--- src/rtl/spc_pkg.sv ---
package spc_pkg;

  // Largest positive LLR for a given word width.
  function automatic int llr_hi(input int w);
    return (1 <<< (w - 1)) - 1;
  endfunction

  // Most negative LLR for a given word width.
  function automatic int llr_lo(input int w);
    return -(1 <<< (w - 1));
  endfunction

  // Clamp an integer sum into the LLR range.
  function automatic int llr_sat(input int x, input int w);
    int r;
    r = x;
    if (x > llr_hi(w)) r = llr_hi(w);
    if (x < llr_lo(w)) r = llr_lo(w);
    return r;
  endfunction

  // Magnitude; the most negative code maps to the largest positive one.
  function automatic int llr_mag(input int x, input int w);
    int m;
    m = (x < 0) ? -x : x;
    if (m > llr_hi(w)) m = llr_hi(w);
    return m;
  endfunction

  // Multiply by three quarters, rounding toward zero, without a multiplier.
  function automatic int mag_three_quarters(input int m);
    return (m + (m <<< 1)) >>> 2;
  endfunction

endpackage

--- src/rtl/spc_ext_unit.sv ---
module spc_ext_unit #(
  parameter int LLR_W    = 8,
  parameter bit SCALE_EN = 1'b1
) (
  input  logic signed [LLR_W-1:0] llr_a,
  input  logic signed [LLR_W-1:0] llr_b,
  output logic signed [LLR_W-1:0] ext
);
  import spc_pkg::*;

  int  mag_a, mag_b, mag_min, mag_eff;
  logic flip;

  always_comb begin
    mag_a   = llr_mag(int'(llr_a), LLR_W);
    mag_b   = llr_mag(int'(llr_b), LLR_W);
    mag_min = (mag_a < mag_b) ? mag_a : mag_b;
    flip    = llr_a[LLR_W-1] ^ llr_b[LLR_W-1];
  end

  generate
    if (SCALE_EN) begin : g_scaled
      always_comb mag_eff = mag_three_quarters(mag_min);
    end else begin : g_plain
      always_comb mag_eff = mag_min;
    end
  endgenerate

  always_comb ext = LLR_W'(flip ? -mag_eff : mag_eff);

endmodule

--- src/rtl/spc_app_unit.sv ---
module spc_app_unit #(
  parameter int LLR_W = 8
) (
  input  logic signed [LLR_W-1:0] prior,
  input  logic signed [LLR_W-1:0] ext,
  output logic signed [LLR_W-1:0] app,
  output logic                    hard
);
  import spc_pkg::*;

  always_comb begin
    app  = LLR_W'(llr_sat(int'(prior) + int'(ext), LLR_W));
    hard = app[LLR_W-1];
  end

endmodule

--- src/rtl/spc_out_stage.sv ---
module spc_out_stage #(
  parameter int DW = 8
) (
  input  logic          clk,
  input  logic          rst_n,
  input  logic          in_valid,
  output logic          in_ready,
  input  logic [DW-1:0] in_data,
  output logic          out_valid,
  input  logic          out_ready,
  output logic [DW-1:0] out_data
);
  logic load;

  always_comb begin
    in_ready = !out_valid || out_ready;
    load     = in_valid && in_ready;
  end

  always_ff @(posedge clk) begin
    if (!rst_n) begin
      out_valid <= 1'b0;
      out_data  <= '0;
    end else if (load) begin
      out_valid <= 1'b1;
      out_data  <= in_data;
    end else if (out_ready) begin
      out_valid <= 1'b0;
    end
  end

  // an accepted codeword is always presented next cycle
  a_r1_load_presents: assert property (@(posedge clk) disable iff (!rst_n)
    load |=> out_valid);

  // a stalled result is held unchanged
  a_r2_hold_stable: assert property (@(posedge clk) disable iff (!rst_n)
    (out_valid && !out_ready) |=> (out_valid && $stable(out_data)));

  // read out with nothing new arriving drains the stage
  a_r3_drain: assert property (@(posedge clk) disable iff (!rst_n)
    (out_valid && out_ready && !in_valid) |=> !out_valid);

endmodule

--- src/rtl/spc_siso_dec.sv ---
module spc_siso_dec #(
  parameter int LLR_W    = 8,
  parameter bit SCALE_EN = 1'b1
) (
  input  logic                    clk,
  input  logic                    rst_n,
  input  logic                    cw_valid,
  output logic                    cw_ready,
  input  logic signed [LLR_W-1:0] cw_llr0,
  input  logic signed [LLR_W-1:0] cw_llr1,
  input  logic signed [LLR_W-1:0] cw_llr2,
  input  logic                    cw_final,
  output logic                    ex_valid,
  input  logic                    ex_ready,
  output logic signed [LLR_W-1:0] ex_llr0,
  output logic signed [LLR_W-1:0] ex_llr1,
  output logic signed [LLR_W-1:0] ex_llr2,
  output logic                    ex_final,
  output logic [1:0]              info_bits
);
  import spc_pkg::*;

  localparam int N_BITS = 3;
  localparam int N_INFO = 2;
  localparam int DW     = N_BITS * LLR_W + N_INFO + 1;

  logic signed [LLR_W-1:0] prior [N_BITS];
  logic signed [LLR_W-1:0] ext   [N_BITS];
  logic signed [LLR_W-1:0] app   [N_INFO];
  logic [N_INFO-1:0]       hard;
  logic [N_INFO-1:0]       dec;
  logic [DW-1:0]           pay_in, pay_out;

  always_comb begin
    prior[0] = cw_llr0;
    prior[1] = cw_llr1;
    prior[2] = cw_llr2;
  end

  // One extrinsic unit per position, fed by the other two positions.
  generate
    for (genvar i = 0; i < N_BITS; i++) begin : g_ext
      spc_ext_unit #(.LLR_W(LLR_W), .SCALE_EN(SCALE_EN)) u_ext (
        .llr_a (prior[(i + 1) % N_BITS]),
        .llr_b (prior[(i + 2) % N_BITS]),
        .ext   (ext[i])
      );

      // extrinsic magnitude never exceeds either source magnitude
      a_r4_ext_mag_bound: assert property (@(posedge clk) disable iff (!rst_n)
        cw_valid |-> (llr_mag(int'(ext[i]), LLR_W) <= llr_mag(int'(prior[(i + 1) % N_BITS]), LLR_W)
                   && llr_mag(int'(ext[i]), LLR_W) <= llr_mag(int'(prior[(i + 2) % N_BITS]), LLR_W)));

      // a non-zero extrinsic carries the parity of the other two signs
      a_r5_ext_sign: assert property (@(posedge clk) disable iff (!rst_n)
        (cw_valid && ext[i] != '0) |->
          (ext[i][LLR_W-1] == (prior[(i + 1) % N_BITS][LLR_W-1] ^ prior[(i + 2) % N_BITS][LLR_W-1])));
    end

    for (genvar p = 0; p < N_INFO; p++) begin : g_app
      spc_app_unit #(.LLR_W(LLR_W)) u_app (
        .prior (prior[p]),
        .ext   (ext[p]),
        .app   (app[p]),
        .hard  (hard[p])
      );
    end
  endgenerate

  always_comb begin
    dec    = cw_final ? hard : '0;
    pay_in = {cw_final, dec, ext[2], ext[1], ext[0]};
  end

  spc_out_stage #(.DW(DW)) u_out (
    .clk       (clk),
    .rst_n     (rst_n),
    .in_valid  (cw_valid),
    .in_ready  (cw_ready),
    .in_data   (pay_in),
    .out_valid (ex_valid),
    .out_ready (ex_ready),
    .out_data  (pay_out)
  );

  always_comb begin
    ex_llr0   = pay_out[LLR_W-1:0];
    ex_llr1   = pay_out[2*LLR_W-1:LLR_W];
    ex_llr2   = pay_out[3*LLR_W-1:2*LLR_W];
    info_bits = pay_out[3*LLR_W+N_INFO-1:3*LLR_W];
    ex_final  = pay_out[DW-1];
  end

  // decisions stay cleared on any non-final pass
  a_r8_dec_gated: assert property (@(posedge clk) disable iff (!rst_n)
    (ex_valid && !ex_final) |-> (info_bits == '0));

endmodule

--- config.mk ---
export PLATFORM = sky130hd
export DESIGN_NAME = spc_siso_dec
export DESIGN_NICKNAME = d
export VERILOG_FILES = /design/src/rtl/spc_pkg.sv /design/src/rtl/spc_ext_unit.sv /design/src/rtl/spc_app_unit.sv /design/src/rtl/spc_out_stage.sv /design/src/rtl/spc_siso_dec.sv
export SDC_FILE = /design/constraint.sdc
export NUM_CORES = 1
export LEC_CHECK = 0
export CORE_AREA = 2 2 130 119
export CTS_BUF_LIST = sky130_fd_sc_hd__clkbuf_8
export DETAILED_ROUTE_END_ITERATION = 8
export DIE_AREA = 0 0 132 121
export SYNTH_ARGS = -nofsm -noshare
export SYNTH_HDL_FRONTEND = slang
export SYNTH_SLANG_ARGS = --single-unit
--- constraint.sdc ---
create_clock -name clk -period 12.16 [get_ports clk]
set_clock_uncertainty 0.1 [all_clocks]
set_input_delay 3.648 -clock clk [delete_from_list [all_inputs] [get_ports clk]]
set_output_delay 3.648 -clock clk [all_outputs]
set_load 0.01 [all_outputs]
; ---- Yosys cells after proc, flatten, opt, wreduce, memory -nomap -nowiden
; Index checks and enable logic that the tools add are counted.
[word_totals]
mem_bits_rw = 0
register_bits = 28
in_bits = 29
elab_cells = 52
latchBits = 0
rom_bits = 0
n_memories = 0
out_inout_bits = 29
[classes]
div_mod_pow = 0
shift = 0
mux = 19
eq_ne = 0
n_lt_le_gt_ge = 13
n_reduce_logical = 4
addsub = 11
n_bitwise = 3
mul = 0
[op_table]
columns = cell, count
row1 = two-way mux 32 bit, 6
row2 = "greater-than comparator 32 x 8 -> 1 bit, second input constant", 3
row3 = less-than comparator 32 bit, 3
row4 = negation 8 -> 32 bit, 3
row5 = two-way mux 8 bit, 7
row6 = adder 10 bit, 3
row7 = two-way mux 10 bit, 3
row8 = "less-than comparator 8 x 1 -> 1 bit, second input constant", 3
row9 = negation 8 bit, 3
row10 = adder 8 x 8 -> 9 bit, 2
row11 = "greater-than comparator 9 x 8 -> 1 bit, second input constant", 2
row12 = "less-than comparator 9 x 8 -> 1 bit, second input constant", 2
row13 = XOR 1 bit, 3
row14 = two-way mux 1 bit, 2
row15 = two-way mux 2 bit, 1
row16 = nonzero test 2 bit, 1
row17 = logical AND 1 bit, 1
row18 = logical NOT 1 bit, 1
row19 = logical OR 1 bit, 1

; ---- Depth between registers and ports, before layout
; Gate-level depths: netlist (run 1).
[depth]
ltp_word = 14
mapped_depth = 37

; ---- Hierarchy
; Synthesis (run 1) repeated with hierarchy kept, for this count alone.
[hier_totals]
cells_unflattened = 1014
area_unflattened_um2 = 7747.4
[by_module_without_submodules]
columns = module, instances, seq_area_each_um2, cells_each, area_each_um2
row1 = spc_ext_unit at g_ext[0].u_ext ..., 2, 0.0, 258, 1858.0
row2 = spc_ext_unit at g_ext[2].u_ext, 1, 0.0, 258, 1893.1
row3 = spc_out_stage, 1, 560.5, 122, 1152.4
row4 = spc_app_unit, 2, 0.0, 58, 486.7
row5 = spc_siso_dec, 1, 0.0, 2, 12.5

; ---- Worst setup path after synthesis (run 1)
; Ideal clock, no wire load.
[synth_timing]
kind = input to register
startpoint = input port cw_llr1[0]
endpoint = register u_out.out_data[24]
slack_ns = 2.235
arrival_time_ns = 9.760
stages = 31
path_buffers = 2
required_ns = 11.995
cell_sequence = buf_6 inv_1 ha_1 or3b_2 or3_1 a31oi_1 ha_1 and4_1 a221oi_1 o311a_4 a21oi_4 mux2i_2 buf_6 mux2i_1 ha_1 a21oi_1 a21o_1 nor3_1 mux2i_1 o21a_1 nor4_1 nor4b_2 o21ai_0 xnor2_1 ha_1 nor2b_1 o21ai_0 nand3_1 a21oi_1 a21oi_1 nor2_1
[synth_lines]
columns = element, line_no
row1 = start: declaration, spc_siso_dec.sv:10  ; input logic signed [LLR_W-1:0] cw_llr1,
row2 = end signal: assignment, spc_out_stage.sv:26  ; out_data <= in_data;
row3 = end: declaration, spc_out_stage.sv:11  ; output logic [DW-1:0] out_data

==> insert_results.sql, run 1 <==
INSERT INTO impl_metrics (metric_group, metric, value, unit) VALUES
('synthesis', 'yosys.cell_types.count', '99', ''),
('clocking', 'cts_buffers', '3', ''),
('flow_run', 'drv_cap', '0', ''),
('synthesis', 'post_synthesis_register_bit_count', '28', ''),
('grt', 'met3_usage', '2.88', '%'),
('setup_path', 'cpMaxStageDelayCell', 'sky130_fd_sc_hd__mux2i_2', ''),
('grt', 'grt_pass1_wl', '29600', 'um'),
('run_status', 'run_status', 'finished clean', ''),
('grt', 'grt-busiest-layer', 'met2', ''),
('setup_path', 'worst-path-stages', '30', ''),
('finish', 'finalNetCount', '1167', ''),
('clocking', 'worstSkewPairLatency', '280', 'ps'),
('floorplanning', 'start_util', '44.6', '%'),
('finish', 'stdcell_count', '1219', ''),
('grt', 'global_route.overflow_total', '0', ''),
('power_and_ir_drop', 'worst_supply_voltage_drop_on_vdd', '0.0688', 'mV'),
('detailed_routing', 'post-route-drc-count', '0', ''),
('place', 'place_inst', '1215', ''),
('detailed_routing', 'drt_wl_total', '17700', 'um'),
('power_and_ir_drop', 'p_per_area', '105', 'mW/mm^2'),
('synthesis', 'synth.cells.most_frequent', '112 x sky130_fd_sc_hd__ha_1, 75 x sky130_fd_sc_hd__nand2_1, 66 x sky130_fd_sc_hd__nor2_1', ''),
('grt', 'grt_max_degree', '32', ''),
('setup_path', 'critPathMaxStageDelay', '680', 'ps'),
('synthesis', 'synth_seq_area_share', '8.64', '%'),
('sta', 'timing.setup.tns', '0', 'ps'),
('sta', 'finalHoldViolCount', '0', ''),
('setup_path', 'critPathRequiredTime', '12280', 'ps'),
('setup_path', 'critPathTopFamily', 'compound AO/OA/AOI/OAI gates', ''),
('setup_path', 'crit_path_end_kind', 'register', ''),
('synthesis', 'synthesis.area', '0.00649', 'sq mm'),
('synthesis', 'yosysMostFrequentCell', 'sky130_fd_sc_hd__ha_1', ''),
('floorplanning', 'die_area', '0.0160', 'sq mm'),
('clocking', 'cell_at_the_root_of_the_clock_tree', 'sky130_fd_sc_hd__clkbuf_8', ''),
('synthesis', 'syn_area_per_cell', '7.64', 'sq um'),
('place', 'placed_cell_area', '0.00774', 'sq mm'),
('detailed_routing', 'detail_route.first_pass.iterations', '7', ''),
('clocking', 'htree_num_levels', '1', ''),
('synthesis', 'yosysWarnings', '0', ''),
('synthesis', 'synthDominantCellAreaShare', '21.6', '%'),
('detailed_routing', 'post_drt_via_cell_ratio', '5.38', ''),
('floorplanning', 'placementRows', '42', ''),
('grt', 'number_of_global_route_vias_before_repair', '6073', ''),
('finish', 'drive_gt1_share', '5.78', '%'),
('synthesis', 'netlist.top_cell.by_area', 'sky130_fd_sc_hd__ha_1', ''),
('grt', 'track_usage', '22.2', '%'),
('setup_path', 'largest_fanout_on_the_critical_path', '11', ''),
('clocking', 'clockBufferDepth', '2', ''),
('synthesis', 'synth_edf_count', '0', ''),
('grt', 'grt_util_met1', '31.6', '%'),
('setup_path', 'data_arrival_time_of_the_critical_path', '11660', 'ps'),
('floorplanning', 'design.core.area', '0.0146', 'sq mm'),
('finish', 'syn_to_final_growth', '20.1', '%'),
('setup_path', 'worst_reg_to_reg_setup_slack', '10180', 'ps'),
('finish', 'antenna_cells', '0', ''),
('synthesis', 'postSynth.topFlopCell', 'sky130_fd_sc_hd__dfxtp_1', ''),
('detailed_routing', 'routed-via-count', '6556', ''),
('grt', 'grtUsageMet2', '36.8', '%'),
('detailed_routing', 'route.detailed.wl_per_inst', '14.5', 'um'),
('sta', 'top_achievable_clock_speed', '0.0867', 'GHz'),
('setup_path', 'critical_path.startpoint_type', 'input pin', ''),
('setup_path', 'timing.critical_path.mode_cell', 'sky130_fd_sc_hd__ha_1', ''),
('detailed_routing', 'postRouteAntennaNets', '0', ''),
('floorplanning', 'io_pins', '58', ''),
('clocking', 'holdBufCountCts', '0', ''),
('worst_hold_path', 'hold_path.class', 'register to register', ''),
('setup_path', 'worstRegToRegCells', '7', ''),
('clocking', 'cts_tree', 'done', ''),
('synthesis', 'synth_area_leaders', 'sky130_fd_sc_hd__ha_1 22%, sky130_fd_sc_hd__dfxtp_1 8.6%, sky130_fd_sc_hd__a21oi_1 4.9%', ''),
('setup_path', 'critical_path_start_end_classification', 'input pin to register', ''),
('floorplanning', 'dieHeight', '121', 'um'),
('sta', 'final_slew_viol_count', '0', '');
==> power breakdown <==
part           internal, mW  total, mW  switching, mW
combinational         0.278      0.644          0.366
clock                0.0291     0.0593         0.0302
sequential            0.109      0.117        0.00831
==> worst min-delay path: stages, from the launching register on <==
cell and delay, ps:
sky130_fd_sc_hd__dfxtp_1 320, sky130_fd_sc_hd__nand2_1 50, sky130_fd_sc_hd__a21oi_1 50
==> how the worst min path moves through the flow <==
stage	startpoint	to	cells past startpoint
after floorplan	u_out.out_data[17]$_SDFFE_PN0P_	u_out.out_data[17]$_SDFFE_PN0P_	2
after global placement	u_out.out_data[26]$_SDFFE_PN0P_	u_out.out_data[26]$_SDFFE_PN0P_	2
after detailed placement	u_out.out_data[0]$_SDFFE_PN0P_	u_out.out_data[0]$_SDFFE_PN0P_	2
after CTS	u_out.out_data[0]$_SDFFE_PN0P_	u_out.out_data[0]$_SDFFE_PN0P_	2
after global routing	u_out.out_data[11]$_SDFFE_PN0P_	u_out.out_data[11]$_SDFFE_PN0P_	2
final	u_out.out_data[11]$_SDFFE_PN0P_	u_out.out_data[11]$_SDFFE_PN0P_	2
==> registers in the layout, indices dropped and copies added, names as in the netlist <==
register         count
u_out.out_valid      1
u_out.out_data      27
==> layout make-up <==
class                      count  area (sq um)  area share [%]
inverter                      47           176            2.26
sequential                    28           561            7.19
tap                          198           248            3.18
multi-input combinational    872          6090            78.1
clock buffer                   4          55.1           0.706
timing repair buffer          70           668            8.57
==> layer usage <==
layer / part of all wire, % / vias up
met5: 0 / -
met4: 0.80 / 0
met2: 44 / 129
li1: - / 3404
met1: 51 / 3011
met3: 4.3 / 12
==> logic make-up (layout without fill, tap and decap cells) <==
| logic type | count (synthesis) | in the layout | synth area share [%] |
|---|---|---|---|
| and+or+nand+nor | 277 | 277 | 22.1 |
| AOI/OAI and AO/OA | 274 | 274 | 29.7 |
| xor gates and xnor gates | 44 | 44 | 6.42 |
| adders and majority gates | 119 | 119 | 23.3 |
| DFF | 28 | 28 | 8.64 |
| other | 2 | 129 | 0.116 |
| buffers and inverters | 77 | 121 | 4.90 |
| muxes | 29 | 29 | 4.82 |
==> stage by stage <==
stage                     hold WS (ps)  total power [mW]  utilization, %  setup slack [ps]
after global routing               384             0.908            53.6              5.69
after CTS                          363             0.808            53.6               739
after detailed placement           350             0.744            53.2               481
after global placement             346             0.743            53.2               703
final                              360             0.820            53.6               619
after floorplan                    376             0.590               -              2240
==> cell usage in the layout (no fill, tap or decap), drive strengths merged, types with 6 or more instances in the layout <==
cell / Yosys / routed
nand4: 7 / 7
nand2: 76 / 76
o31ai: 7 / 7
a21o: 22 / 22
nor3: 19 / 19
nand3b: 7 / 7
xor2: 13 / 13
ha: 112 / 112
nand3: 31 / 31
and3: 6 / 6
mux2i: 24 / 24
a211oi: 13 / 13
or2: 6 / 6
clkdlybuf4s50: 0 / 57
o211ai: 8 / 8
xnor2: 29 / 29
nand2b: 14 / 14
a31oi: 10 / 10
nor4: 8 / 8
a21oi: 65 / 65
o21ai: 62 / 62
buf: 11 / 13
inv: 44 / 44
dfxtp: 28 / 28
o21a: 12 / 12
o22ai: 7 / 7
or3: 6 / 6
nor2: 66 / 66
nor2b: 10 / 10
conb: 2 / 129
Power figures use the tool's default switching activity.
==> run 2: changes to the inputs <==
--- a/config.mk
+++ b/config.mk
@@ -9,6 +9,7 @@
 export CTS_BUF_LIST = sky130_fd_sc_hd__clkbuf_8
 export DETAILED_ROUTE_END_ITERATION = 8
 export DIE_AREA = 0 0 132 121
+export SETUP_SLACK_MARGIN = 0.5
 export SYNTH_ARGS = -nofsm -noshare
 export SYNTH_HDL_FRONTEND = slang
 export SYNTH_SLANG_ARGS = --single-unit
==> constraint.sdc (replaced) <==
create_clock -name clk -period 10.85 [get_ports clk]
set_clock_uncertainty 0.1 [all_clocks]
set_input_delay 3.255 -clock clk [delete_from_list [all_inputs] [get_ports clk]]
set_output_delay 3.255 -clock clk [all_outputs]
set_load 0.01 [all_outputs]
==> insert_results.sql, run 2 (synthesized netlist as in run 1, its figures left out) <==
INSERT INTO impl_metrics (metric_group, metric, value, unit) VALUES
('detailed_routing', 'detail_route.first_pass.iterations', '5', ''),
('power_and_ir_drop', 'p_per_area', '120', 'mW/mm^2'),
('power_and_ir_drop', 'clock_power_share', '8.8', '%'),
('sta', 'final_period_minus_worst_setup_slack', '9990', 'ps'),
('clocking', 'htree_num_levels', '1', ''),
('worst_hold_path', 'hold_path.class', 'register to register', ''),
('detailed_routing', 'drt_iter0_drc', '388', ''),
('finish', 'final_cell_mix', '129 x sky130_fd_sc_hd__conb_1, 111 x sky130_fd_sc_hd__ha_1, 75 x sky130_fd_sc_hd__nand2_1', ''),
('power_and_ir_drop', 'total_switching_power', '461', 'uW'),
('finish', 'fin_util', '55.0', '%'),
('power_and_ir_drop', 'power.share.switching', '48.1', '%'),
('floorplanning', 'start_util', '44.6', '%'),
('sta', 'slew-limit-headroom', '46.3', '%'),
('power_and_ir_drop', 'post-layout-total-power', '957', 'uW'),
('place', 'detailedPlacementHpwl', '14500', 'um'),
('clocking', 'clock_sinks', '28', ''),
('floorplanning', 'chipWidth', '132', 'um'),
('finish', 'largest-register', 'u_out.out_data', ''),
('floorplanning', 'die_area', '0.0160', 'sq mm'),
('grt', 'global_route.overflow_total', '0', ''),
('power_and_ir_drop', 'p_int', '497', 'uW'),
('power_and_ir_drop', 'worst_supply_voltage_drop_on_vdd', '0.0849', 'mV'),
('floorplanning', 'dieHeight', '121', 'um'),
('sta', 'finalHoldViolCount', '0', ''),
('power_and_ir_drop', 'power.leakage', '3.75', 'nW'),
('finish', 'drive_gt1_share', '8.19', '%'),
('clocking', 'worstSkewPairLatency', '280', 'ps'),
('grt', 'grt_max_degree', '32', ''),
('clocking', 'clk_transition_reported_paths', '100', 'ps'),
('detailed_routing', 'route.detailed.wl_per_inst', '14.1', 'um'),
('detailed_routing', 'post_drt_via_cell_ratio', '5.32', ''),
('detailed_routing', 'postRouteAntennaNets', '0', ''),
('finish', 'final_common_cell', 'sky130_fd_sc_hd__conb_1', ''),
('power_and_ir_drop', 'portion_of_total_power_attributed_to_combinational_logic', '77.5', '%'),
('grt', 'track_usage', '21.6', '%'),
('setup_path', 'cpMaxStageDelayCell', 'sky130_fd_sc_hd__nor4b_1', ''),
('sta', 'period_share', '92.0', '%'),
('sta', 'final_slew_viol_count', '0', ''),
('setup_path', 'critical_path_start_end_classification', 'input pin to register', ''),
('grt', 'grt_pass1_wl', '28800', 'um'),
('grt', 'antenna_found_initial', '0', ''),
('sta', 'setup_viol', '0', ''),
('detailed_routing', 'drt_wl_total', '17400', 'um'),
('place', 'place_congestion', '0.879', ''),
('finish', 'num-fill-cells', '1436', ''),
('setup_path', 'critPathMaxStageDelay', '540', 'ps'),
('setup_path', 'critPathRequiredTime', '10970', 'ps'),
('sta', 'top_achievable_clock_speed', '0.100', 'GHz'),
('flow_run', 'drv_cap', '0', ''),
('finish', 'largest_register_ff_count', '27', ''),
('clocking', 'cts_buffers', '3', ''),
('detailed_routing', 'post-route-drc-count', '0', ''),
('grt', 'number_of_global_route_vias_before_repair', '5968', ''),
('floorplanning', 'design.core.area', '0.0146', 'sq mm'),
('clocking', 'cts_tree', 'done', ''),
('clocking', 'clockBufferDepth', '2', ''),
('sta', 'rsz0062_at_grt', 'yes', ''),
('setup_path', 'crit_path_end_kind', 'register', ''),
('finish', 'largestRegisters', 'u_out.out_data: 27 flops, u_out.out_valid: 1 flops', ''),
('finish', 'antenna_cells', '0', ''),
('finish', 'finalNetCount', '1184', ''),
('finish', 'syn_to_final_growth', '23.2', '%'),
('place', 'portBuffers', '57', ''),
('sta', 'timing.setup.tns', '0', 'ps'),
('floorplanning', 'io_pins', '58', ''),
('run_status', 'run_status', 'finished clean', ''),
('sta', 'post-route-worst-setup-slack', '865', 'ps'),
('clocking', 'cell_at_the_root_of_the_clock_tree', 'sky130_fd_sc_hd__clkbuf_8', ''),
('setup_path', 'critical_path.startpoint_type', 'input pin', ''),
('sta', 'timing_worst_slew_pin_value', '803', 'ps'),
('place', 'pre_cts_slack', '372', 'ps'),
('detailed_routing', 'routed-via-count', '6578', ''),
('setup_path', 'data_arrival_time_of_the_critical_path', '10110', 'ps'),
('floorplanning', 'placementRows', '42', ''),
('clocking', 'holdBufCountCts', '0', ''),
('power_and_ir_drop', 'share_seq_of_total_power', '13.7', '%'),
('setup_path', 'largest_fanout_on_the_critical_path', '5', '');
==> run 2: final timing paths <==
path,start,endpoint,slack (ps),depth (start not counted)
min reg2reg,u_out.out_data[26]$_SDFFE_PN0P_,u_out.out_data[26]$_SDFFE_PN0P_,360,2
max reg2reg,u_out.out_valid$_SDFFE_PN0P_,u_out.out_data[14]$_SDFFE_PN0P_,8870,7
max,cw_llr2[0],u_out.out_data[25]$_SDFFE_PN0P_,860,33
min,u_out.out_data[26]$_SDFFE_PN0P_,u_out.out_data[26]$_SDFFE_PN0P_,360,2
==> run 2: final cells by class <==
class / count / area, sq um / area share [%]
tap: 198 / 248 / 3.10
timing repair buffer: 87 / 798 / 9.98
multi-input combinational: 872 / 6140 / 76.8
clock inverter: 1 / 30.0 / 0.375
clock buffer: 3 / 41.3 / 0.516
sequential: 28 / 561 / 7.01
inverter: 47 / 176 / 2.21
==> run 2: power groups by stage <==
stage                     Combinational (mW)  Sequential (mW)  Clock, mW
after detailed placement               0.710            0.134          0
after floorplan                        0.518            0.143          0
after global routing                   0.832            0.134     0.0899
after CTS                              0.714            0.132     0.0863
final                                  0.742            0.131     0.0839
after global placement                 0.710            0.134          0
==> run 2: stage by stage <==
step	hold slack [ps]	std cells	instance area [sq um]
2_1_floorplan	376	977	6970
3_5_place_dp	346	1228	7840
4_1_cts	361	1232	7910
5_1_grt	385	1236	8000
6_report	359	1236	8000
3_3_place_gp	345	1228	7840
==> run 2: timing repair <==
item | in CTS | in global routing
resized for setup | 0 | 15
setup buffers | 0 | 4
setup endpoints to repair | 0 | 2
endpoints found under the hold margin | 0 | 0
==> run 2: critical path, delay by kind of cell <==
kind	cells	cell delay [ps]
xor gates and xnor gates	2	280
AOI/OAI and AO/OA	16	2970
adders and majority gates	5	1350
and+or+nand+nor	7	1530
buffers and inverters	3	730
==> run 2: per-layer routing <==
metal	vias up	share of wire, %	GRT usage, %
li1	3447	-	-
met1	3000	50	31.5
met2	121	44	35.1
met3	10	4.5	2.42
met4	0	0.95	2.58
met5	-	0	0
